`src/rtl/ecc_cmp_pkg.sv`:
```
package ecc_cmp_pkg;
   typedef enum logic [1:0] {
      ST_CLEAN     = 2'b00,
      ST_FIXED     = 2'b01,
      ST_CODE_ONLY = 2'b10,
      ST_FATAL     = 2'b11
   } ecc_status_e;
endpackage

```
`src/rtl/ecc_code_order.sv`:
```
module ecc_code_order #(
   parameter int CODE_W = 24,
   parameter int BYTE_W = 8,
   parameter int TAIL_W = 2
) (
   input  logic [CODE_W-1:0] code_in,
   output logic [CODE_W-1:0] code_ord
);
   localparam int LOW_W = CODE_W - BYTE_W;

   generate
      if (TAIL_W < 1 || TAIL_W >= BYTE_W) begin : g_bad_tail
         $error("ecc_code_order: TAIL_W out of range");
      end
   endgenerate

   // top byte is split: its low TAIL_W bits go to the top, the rest to the bottom
   assign code_ord = {code_in[LOW_W +: TAIL_W],
                      code_in[LOW_W-1:0],
                      code_in[CODE_W-1 -: (BYTE_W-TAIL_W)]};
endmodule

```
`src/rtl/ecc_syndrome_classify.sv`:
```
module ecc_syndrome_classify
   import ecc_cmp_pkg::*;
#(
   parameter int CODE_W = 24,
   parameter int ADDR_W = 9,
   parameter int BIT_W  = 3
) (
   input  logic [CODE_W-1:0] diff,
   output ecc_status_e       status,
   output logic [ADDR_W-1:0] byte_addr,
   output logic [BIT_W-1:0]  bit_idx
);
   localparam int NPAIR = CODE_W / 2;
   localparam logic [CODE_W-1:0] ONE = {{(CODE_W-1){1'b0}}, 1'b1};

   logic [NPAIR-1:0] pair_hit;
   logic [NPAIR-1:0] odd_bits;
   logic             all_pairs;
   logic             single;

   generate
      if (NPAIR != ADDR_W + BIT_W || (CODE_W % 2) != 0) begin : g_bad_geom
         $error("ecc_syndrome_classify: code width does not match index widths");
      end
      for (genvar k = 0; k < NPAIR; k++) begin : g_pair
         assign pair_hit[k] = diff[2*k] | diff[2*k+1];
         assign odd_bits[k] = diff[2*k+1];
      end
   endgenerate

   assign all_pairs = &pair_hit;
   assign single    = (diff != '0) && ((diff & (diff - ONE)) == '0);

   always_comb begin
      status    = ST_FATAL;
      byte_addr = '0;
      bit_idx   = '0;
      if (diff == '0) begin
         status = ST_CLEAN;
      end else if (all_pairs) begin
         status    = ST_FIXED;
         bit_idx   = odd_bits[BIT_W-1:0];
         byte_addr = odd_bits[NPAIR-1:BIT_W];
      end else if (single) begin
         status = ST_CODE_ONLY;
      end
   end
endmodule

```
`src/rtl/ecc_bit_flip.sv`:
```
module ecc_bit_flip #(
   parameter int DATA_W    = 8,
   parameter int BIT_W     = 3,
   parameter bit APPLY_FIX = 1'b1
) (
   input  logic [DATA_W-1:0] data_in,
   input  logic [BIT_W-1:0]  bit_idx,
   input  logic              flip_en,
   output logic [DATA_W-1:0] data_out
);
   generate
      if (DATA_W != (1 << BIT_W)) begin : g_bad_width
         $error("ecc_bit_flip: DATA_W must equal 2**BIT_W");
      end
      if (APPLY_FIX) begin : g_flip
         logic [DATA_W-1:0] mask;
         always_comb begin
            mask = '0;
            mask[bit_idx] = flip_en;
         end
         assign data_out = data_in ^ mask;
      end else begin : g_pass
         logic unused_ok;
         assign unused_ok = flip_en ^ (^bit_idx);
         assign data_out  = data_in;
      end
   endgenerate
endmodule

```
`src/rtl/ecc_pair_corrector.sv`:
```
module ecc_pair_corrector
   import ecc_cmp_pkg::*;
#(
   parameter int CODE_W    = 24,
   parameter int BYTE_W    = 8,
   parameter int TAIL_W    = 2,
   parameter int ADDR_W    = 9,
   parameter int BIT_W     = 3,
   parameter int DATA_W    = 8,
   parameter bit APPLY_FIX = 1'b1
) (
   input  logic              clk,
   input  logic              rst_n,
   input  logic              start,
   input  logic [23:0]       ecc_read,
   input  logic [23:0]       ecc_calc,
   input  logic [7:0]        data_in,
   output logic              valid,
   output logic [1:0]        status,
   output logic [8:0]        byte_addr,
   output logic [2:0]        bit_idx,
   output logic [7:0]        data_out
);
   generate
      if (CODE_W != 24 || ADDR_W != 9 || BIT_W != 3 || DATA_W != 8) begin : g_bad_ports
         $error("ecc_pair_corrector: port widths are fixed by the sector geometry");
      end
   endgenerate

   logic [CODE_W-1:0] read_ord, calc_ord, diff;
   ecc_status_e       st_c;
   logic [ADDR_W-1:0] addr_c;
   logic [BIT_W-1:0]  bit_c;
   logic [DATA_W-1:0] dout_c;

   ecc_code_order #(.CODE_W(CODE_W), .BYTE_W(BYTE_W), .TAIL_W(TAIL_W)) u_ord_rd (
      .code_in(ecc_read), .code_ord(read_ord));
   ecc_code_order #(.CODE_W(CODE_W), .BYTE_W(BYTE_W), .TAIL_W(TAIL_W)) u_ord_cc (
      .code_in(ecc_calc), .code_ord(calc_ord));

   assign diff = read_ord ^ calc_ord;

   ecc_syndrome_classify #(.CODE_W(CODE_W), .ADDR_W(ADDR_W), .BIT_W(BIT_W)) u_cls (
      .diff(diff), .status(st_c), .byte_addr(addr_c), .bit_idx(bit_c));

   ecc_bit_flip #(.DATA_W(DATA_W), .BIT_W(BIT_W), .APPLY_FIX(APPLY_FIX)) u_flip (
      .data_in(data_in), .bit_idx(bit_c), .flip_en(st_c == ST_FIXED), .data_out(dout_c));

   always_ff @(posedge clk or negedge rst_n) begin
      if (!rst_n) begin
         valid     <= 1'b0;
         status    <= 2'b00;
         byte_addr <= '0;
         bit_idx   <= '0;
         data_out  <= '0;
      end else begin
         valid <= start;
         if (start) begin
            status    <= st_c;
            byte_addr <= addr_c;
            bit_idx   <= bit_c;
            data_out  <= dout_c;
         end
      end
   end

   assert_valid_follows_start_R2: assert property (@(posedge clk) disable iff (!rst_n)
      start |=> valid);
   assert_valid_has_cause_R2: assert property (@(posedge clk) disable iff (!rst_n)
      valid |-> $past(start));
   assert_hold_without_start_R2: assert property (@(posedge clk) disable iff (!rst_n)
      !start |=> ($stable(status) && $stable(data_out) && $stable(byte_addr)));
   assert_clean_means_equal_R3: assert property (@(posedge clk) disable iff (!rst_n)
      (valid && status == 2'b00) |-> ($past(ecc_read) == $past(ecc_calc)));
   assert_index_clear_R8: assert property (@(posedge clk) disable iff (!rst_n)
      (valid && status != 2'b01) |-> (byte_addr == '0 && bit_idx == '0));

   generate
      if (APPLY_FIX) begin : g_flip_chk
         assert_single_flip_R9: assert property (@(posedge clk) disable iff (!rst_n)
            (valid && status == 2'b01) |-> ($countones(data_out ^ $past(data_in)) == 1));
         assert_no_flip_R9: assert property (@(posedge clk) disable iff (!rst_n)
            (valid && status != 2'b01) |-> (data_out == $past(data_in)));
      end
   endgenerate
endmodule

```
`config.mk`:
```
export PLATFORM = sky130hd
export DESIGN_NAME = ecc_pair_corrector
export DESIGN_NICKNAME = d
export VERILOG_FILES = /design/src/rtl/ecc_cmp_pkg.sv /design/src/rtl/ecc_code_order.sv /design/src/rtl/ecc_syndrome_classify.sv /design/src/rtl/ecc_bit_flip.sv /design/src/rtl/ecc_pair_corrector.sv
export SDC_FILE = /design/constraint.sdc
export NUM_CORES = 1
export LEC_CHECK = 0
export CELL_PAD_IN_SITES_DETAIL_PLACEMENT = 0
export CELL_PAD_IN_SITES_GLOBAL_PLACEMENT = 2
export CORE_MARGIN = 10
export CORE_UTILIZATION = 39
export CTS_BUF_LIST = sky130_fd_sc_hd__clkbuf_2 sky130_fd_sc_hd__clkbuf_4 sky130_fd_sc_hd__clkbuf_8
export DETAILED_ROUTE_END_ITERATION = 7
export DONT_BUFFER_PORTS = 1
export PLACE_DENSITY = 0.9
export SKIP_LAST_GASP = 1
export SYNTH_ARGS = -nofsm -noshare
export SYNTH_HDL_FRONTEND = slang
export SYNTH_SLANG_ARGS = --single-unit
export TNS_END_PERCENT = 10
```
`constraint.sdc`:
```
create_clock -name clk -period 3.13 [get_ports clk]
set_clock_uncertainty 0.2 [all_clocks]
set_input_delay 0.1565 -clock clk [delete_from_list [all_inputs] [get_ports clk]]
set_output_delay 0.1565 -clock clk [all_outputs]
set_load 0.005 [all_outputs]
```
==> metrics.yaml, run 1 <==
dr_iter_0_viols: 80
tightestPinTransition_ps: 1057
crit_arrival_ps: 2790
crit_path_end_kind: "register"
power.density_cell_area_nw_per_um2: 364.8
number_of_buffers_created_by_cts: 3
multiInputGateArea_um2: 1011
launch_instance_of_the_worst_min_delay_path: "ecc_read[21]"
core_region_area_um2: 4086
storage_element_area_um2: 575.6
max_cap_viol_count: 0
grt_first_pass_wirelength_um: 8059
clkSlewWorstSetupHoldPaths_ps: 80
pin_count: 82
hold-path-cell-count: 3
setup_tns_ps: 0
synth_sequential_area_ratio_pct: 34.46
design.final.nets: 272
num_vias: 1467
pwr-share-clk_pct: 24.9
placed_insts: 235
finalWeightedCongestion: 0.7824
post_layout_nonfiller_instances: 262
rr_startpoint: "status[0]$_DFFE_PN0P_"
average_instance_area_after_synthesis_um2: 8.745
finalHoldWorstSlack_ps: 5.523
die_width_um: 85.45
total_leakage_power_nw: 0.7494
vias_in_the_first_global_route: 1549
cts-htree-levels: 1
synth_ff_type: "sky130_fd_sc_hd__dfrtp_1"
max_slew_margin_pct: 29.33
rrSetupSlack_ps: 1280
row_count: 23
clockBufferDepth: 2
required_ps: 3080
crit_fanout: 21
outcome: "finished clean"
aggregate_routed_wire_length_um: 5004
final_hold_violation_count: 0
mostFrequentLayoutCell: "sky130_fd_sc_hd__dfrtp_1"
globalRoute.totalOverflow: 0
hold_class: "input port to register"
cts.root.buffer_cell: "sky130_fd_sc_hd__clkbuf_8"
hold_end: "bit_idx[1]$_DFFE_PN0P_"
initial_core_util_pct: 40.88
dpl.hpwl_um: 3967
synth_edf_count: 0
finalCoreUtilization_pct: 49.20
worst_ir_drop_vdd_mv: 0.1499
final_cell_mix: "23 x sky130_fd_sc_hd__dfrtp_1, 22 x sky130_fd_sc_hd__xor2_1, 22 x sky130_fd_sc_hd__nor2_1, 22 x sky130_fd_sc_hd__dlygate4sd3_1, 19 x sky130_fd_sc_hd__nand2_1"
worst_r2r_endpoint: "status[0]$_DFFE_PN0P_"
setup_violations: 0
detailedRoute.firstPassIterationCount: 4
max_freq_mhz: 351.6
global_route.usage.total_pct: 13.35
worstSetupPathType: "input port to register"
route.detailed.drc: 0
antenna_left: 0
synth_async_sr_flop_share_pct: 100.0
pin_count_of_the_biggest_net_entering_global_routing: 46
timing.final.max_slew_violations: 0
critical_path.startpoint_type: "input port"
power_frac_comb_pct: 30.2
synth_warnings: 0
routed_via_density: 5.599
die_ar_um2: 7301
antenna_found_initial: 0
detailedPlace.worstSlack_ps: 615.8
p_switching_w: 0.0002352
setup_slack_ps: 285.6
synth_seq_cells: 23
syn-cell-area_um2: 1670
fillCellCount: 395
rsz0062_at_grt: "no"
buffers_on_ports: 0
yosys.cell_types.count: 44
layout_worst_path_cycle_share_pct: 90.88
power_frac_seq_pct: 44.9
syn-instance-count: 191
die_y_um: 85.45
cts_sinks: 23
syn2layout_area_growth_pct: 20.37
final_period_minus_worst_setup_slack_ps: 2844
synthesis.nets: 250
antenna_cells: 0
clk_latency_ps: 260
internal_power_w: 0.0004984
final_layout_size_suffix_gt1_share_pct: 11.32
wl_per_cell_um: 19.10
worst-r2r-cell-count: 6
sw_frac_of_total_pct: 32.05
tritoncts: "done"
-- state kept, by name (all words and copies together), names as in the netlist --
name and flops:
status 2, bit_idx 3, data_out 8, valid 1, byte_addr 9
-- layout make-up --
| type | instances | area share [%] |
|---|---|---|
| well taps | 50 | 3.111 |
| multi-input cells | 145 | 50.28 |
| flip-flops and latches | 23 | 28.62 |
| repair buffers | 26 | 13.07 |
| clock inverters | 1 | 0.2489 |
| inverters | 14 | 2.614 |
| clock buffers | 3 | 2.054 |
-- power by group through the flow --
stage / registers [W] / clock network, W / logic (W)
4_1_cts: 0.000331 / 0.000191 / 0.000219
5_1_grt: 0.000333 / 0.000209 / 0.000246
6_report: 0.000330 / 0.000183 / 0.000222
2_1_floorplan: 0.000331 / 0 / 0.000142
3_3_place_gp: 0.000336 / 0 / 0.000167
3_5_place_dp: 0.000337 / 0 / 0.000170
-- logic make-up after synthesis --
group                      count (synthesis)  share of synthesized area (%)
and+or+nand+nor                           68                          23.15
AOI/OAI and AO/OA                         43                          16.78
xor gates and xnor gates                  33                          19.33
buffers and inverters                     23                          5.693
DFF                                       23                          34.46
adders and majority gates                  1                         0.5993
-- synth_stat cells, types with 3 or more instances --
cell,count,area (um^2)
sky130_fd_sc_hd__nor4b_2,3,45.04
sky130_fd_sc_hd__clkbuf_1,7,26.28
sky130_fd_sc_hd__a21oi_1,11,55.05
sky130_fd_sc_hd__xor2_1,22,192.7
sky130_fd_sc_hd__nor4_2,3,37.54
sky130_fd_sc_hd__xnor2_1,8,70.07
sky130_fd_sc_hd__nand2_1,19,71.32
sky130_fd_sc_hd__o22ai_1,15,93.84
sky130_fd_sc_hd__nor3_1,5,25.02
sky130_fd_sc_hd__nor2_1,22,82.58
sky130_fd_sc_hd__inv_1,14,52.55
sky130_fd_sc_hd__dfrtp_1,23,575.6
-- layer usage --
layer  track usage, %  vias to the layer above  routed length [um]
li1                 -                      703                   -
met3            3.728                        4                 388
met2            21.25                       65                2360
met1            16.78                      695                2192
met5                0                        -                   0
met4            4.641                        0                  62
-- worst max-delay path by stage --
stage	slack [ps]	end	startpoint	cells after the start
after global routing	40	data_out[6]$_DFFE_PN0P_	ecc_read[9]	9
after global placement	660	data_out[7]$_DFFE_PN0P_	ecc_calc[15]	7
final	290	data_out[6]$_DFFE_PN0P_	ecc_read[9]	9
after floorplan	1120	status[0]$_DFFE_PN0P_	ecc_calc[1]	7
after detailed placement	620	data_out[6]$_DFFE_PN0P_	ecc_calc[15]	7
after CTS	60	data_out[6]$_DFFE_PN0P_	ecc_read[9]	9
-- critical path, cell delays in order --
cell	delay (ps)
sky130_fd_sc_hd__dlygate4sd3_1	540
sky130_fd_sc_hd__xor2_1	270
sky130_fd_sc_hd__nor2_1	120
sky130_fd_sc_hd__nor4_2	300
sky130_fd_sc_hd__nand2_4	260
sky130_fd_sc_hd__nor4b_2	350
sky130_fd_sc_hd__xnor2_1	160
sky130_fd_sc_hd__a21oi_1	80
sky130_fd_sc_hd__dlygate4sd3_1	560
-- metrics by stage --
step	power (W)	area, um^2
after floorplan	0.0004725	1670
after detailed placement	0.0005071	1713
after global routing	0.0007874	2011
after global placement	0.0005029	1713
after CTS	0.0007408	1999
final	0.0007336	2011
-- timing repair --
action                                  CTS  global route
endpoints found under the setup margin    0             3
hold endpoints to repair                 46             0
hold buffers                             23             0
gates resized for setup                   0             2
buffers inserted                          0             0
Note: power is estimated with default switching activity, not from simulation.
==> run 2, diff against run 1 <==
- CORE_ASPECT_RATIO: unset -> 1.5
- CTS_BUF_LIST: sky130_fd_sc_hd__clkbuf_2 sky130_fd_sc_hd__clkbuf_4 sky130_fd_sc_hd__clkbuf_8 -> sky130_fd_sc_hd__clkbuf_4 sky130_fd_sc_hd__clkbuf_8
- SLEW_MARGIN: unset -> 5
==> run 2 against run 1 <==
Effect of this change:
- critical path type unchanged
- power down 0.19%
- core utilization decreased by 0.60 points
- non-clock buffer count increased by 3
- largest cell class unchanged
- final cell count down 0.38%
- sequential power about the same
- worst setup slack lost 91 ps
==> metrics.yaml, run 2 (synthesis results as in run 1) <==
crit_path_end_kind: "register"  # unchanged
fillCellCount: 398  # was 395
worst_r2r_endpoint: "status[0]$_DFFE_PN0P_"  # unchanged
core_region_area_um2: 4173  # was 4086 um^2
final_hold_violation_count: 0  # unchanged
die_y_um: 100.2  # was 85.45 um
storage_element_area_um2: 575.6  # unchanged
rsz0062_at_grt: "yes"  # was no
design.final.nets: 275  # was 272
detailedRoute.firstPassIterationCount: 4  # unchanged
outcome: "finished clean"  # unchanged
setup_violations: 0  # unchanged
num_vias: 1486  # was 1467
cts_sinks: 23  # unchanged
largest_register_ffs: 9  # unchanged
aggregate_routed_wire_length_um: 4791  # was 5004 um
pin_count: 82  # unchanged
setup_slack_ps: 194.1  # was 285.6 ps
worstSetupPathType: "input port to register"  # unchanged
grt_first_pass_wirelength_um: 7603  # was 8059 um
antenna_cells: 0  # unchanged
critical_path.startpoint_type: "input port"  # unchanged
total_leakage_power_nw: 0.7525  # was 0.7494 nW
dpl.hpwl_um: 3777  # was 3967 um
crit_arrival_ps: 2940  # was 2790 ps
post_layout_nonfiller_instances: 261  # was 262
finalHoldWorstSlack_ps: 34.72  # was 5.523 ps
largest-register: "byte_addr"  # unchanged
rrSetupSlack_ps: 1200  # was 1280 ps
max_cap_viol_count: 0  # unchanged
clkSlewWorstSetupHoldPaths_ps: 80  # about the same
final_period_minus_worst_setup_slack_ps: 2936  # was 2844 ps
max_slew_margin_pct: 32.81  # was 29.33%
multiInputGateArea_um2: 1006  # was 1011 um^2
pin_count_of_the_biggest_net_entering_global_routing: 46  # unchanged
tritoncts: "done"  # unchanged
clockBufferDepth: 2  # unchanged
route.detailed.drc: 0  # unchanged
power.density_cell_area_nw_per_um2: 361.0  # was 364.8 nW/um^2
worst-r2r-cell-count: 6  # unchanged
antenna_left: 0  # unchanged
crit_fanout: 21  # unchanged
post_cts.repair.setup_buffers: 0  # unchanged
syn2layout_area_growth_pct: 21.42  # was 20.37%
hold_class: "input port to register"  # unchanged
number_of_buffers_created_by_cts: 3  # unchanged
die_width_um: 73.44  # was 85.45 um
rr_startpoint: "status[0]$_DFFE_PN0P_"  # unchanged
wl_per_cell_um: 18.36  # was 19.10 um
setup_tns_ps: 0  # unchanged
row_count: 29  # was 23
routed_via_density: 5.693  # was 5.599
global_route.usage.total_pct: 12.73  # was 13.35%
mostFrequentLayoutCell: "sky130_fd_sc_hd__dlygate4sd3_1"  # was sky130_fd_sc_hd__dfrtp_1
layout_worst_path_cycle_share_pct: 93.80  # was 90.88%
placed_insts: 232  # was 235
required_ps: 3130  # was 3080 ps
dr_iter_0_viols: 103  # was 80
die_ar_um2: 7355  # was 7301 um^2
antenna_found_initial: 0  # unchanged
hold_end: "bit_idx[1]$_DFFE_PN0P_"  # unchanged
worst_ir_drop_vdd_mv: 0.3511  # was 0.1499 mV
detailedPlace.worstSlack_ps: 693.7  # was 615.8 ps
max_freq_mhz: 340.6  # was 351.6 MHz
globalRoute.totalOverflow: 0  # unchanged
tightestPinTransition_ps: 1004  # was 1057 ps
final_layout_size_suffix_gt1_share_pct: 11.63  # was 11.32%
cts.root.buffer_cell: "sky130_fd_sc_hd__clkbuf_8"  # unchanged
final_cell_mix: "24 x sky130_fd_sc_hd__dlygate4sd3_1, 23 x sky130_fd_sc_hd__dfrtp_1, 22 x sky130_fd_sc_hd__xor2_1, 22 x sky130_fd_sc_hd__nor2_1, 19 x sky130_fd_sc_hd__nand2_1"  # was 23 x sky130_fd_sc_hd__dfrtp_1, 22 x sky130_fd_sc_hd__xor2_1, 22 x sky130_fd_sc_hd__nor2_1, 22 x sky130_fd_sc_hd__dlygate4sd3_1, 19 x sky130_fd_sc_hd__nand2_1
launch_instance_of_the_worst_min_delay_path: "ecc_read[21]"  # unchanged
clk_latency_ps: 260  # about the same
initial_core_util_pct: 40.03  # was 40.88%
vias_in_the_first_global_route: 1556  # was 1549
timing.final.max_slew_violations: 0  # unchanged
cts-htree-levels: 1  # unchanged
buffers_on_ports: 0  # unchanged
reg_top3: "byte_addr: 9 flops, data_out: 8 flops, bit_idx: 3 flops"  # unchanged
hold-path-cell-count: 3  # unchanged
finalWeightedCongestion: 0.9265  # was 0.7824
==> run 2: area by class of cell <==
class	count	share of cell area [%]
clock buffers	3	2.036
clock inverters	1	0.2468
inverters	14	2.591
multi-input cells	145	49.60
flip-flops and latches	23	28.38
well taps	46	2.838
repair buffers	29	14.31
==> run 2: how the worst max path moves through the flow <==
stage                             from                       to  depth (start not counted)  slack (ps)
final                      ecc_read[9]  data_out[7]$_DFFE_PN0P_                          9         190
after floorplan            ecc_calc[1]    status[0]$_DFFE_PN0P_                          7        1120
after CTS                  ecc_read[9]  data_out[6]$_DFFE_PN0P_                          9         130
after global placement    ecc_calc[19]    status[0]$_DFFE_PN0P_                          8         730
after detailed placement   ecc_calc[3]  data_out[6]$_DFFE_PN0P_                          7         690
after global routing       ecc_read[9]  data_out[7]$_DFFE_PN0P_                          9         -40
==> run 2: where the power goes <==
| part | switching [W] | internal, W | total [W] |
|---|---|---|---|
| clock | 0.0000902 | 0.0000887 | 0.000179 |
| sequential | 0.0000162 | 0.000314 | 0.000331 |
| combinational | 0.000123 | 0.0000998 | 0.000223 |
==> run 2: worst max-delay path, stage by stage <==
cell and delay, ps:
sky130_fd_sc_hd__dlygate4sd3_1 540, sky130_fd_sc_hd__xor2_1 260, sky130_fd_sc_hd__nor2_1 120, sky130_fd_sc_hd__nor4_2 220, sky130_fd_sc_hd__nand2_2 340, sky130_fd_sc_hd__or3_1 460, sky130_fd_sc_hd__xor2_1 150, sky130_fd_sc_hd__a21oi_1 140
sky130_fd_sc_hd__dlygate4sd3_1 550
==> run 2: what timing repair did <==
| item | CTS | global route |
|---|---|---|
| hold buffers | 25 | 0 |
| gates resized for setup | 0 | 1 |
| endpoints found under the setup margin | 0 | 2 |
| hold endpoints to repair | 46 | 0 |
==> run 2: per-layer routing <==
metal / vias up / global-route usage [%] / share of wire [%]
met5: - / 0 / 0
met2: 58 / 23.16 / 54
met4: 0 / 4.892 / 1.8
li1: 716 / - / -
met1: 708 / 13.27 / 35
met3: 4 / 3.356 / 8.7
==> run 2: stage by stage <==
stage / cell area (um^2) / utilization, % / power [W]
floorplan: 1670 / - / 0.0004725
global placement: 1715 / 41.11 / 0.0005035
detailed placement: 1715 / 41.11 / 0.0005070
CTS: 2022 / 48.46 / 0.0007382
global route: 2028 / 48.61 / 0.0007750
finish: 2028 / 48.61 / 0.0007322
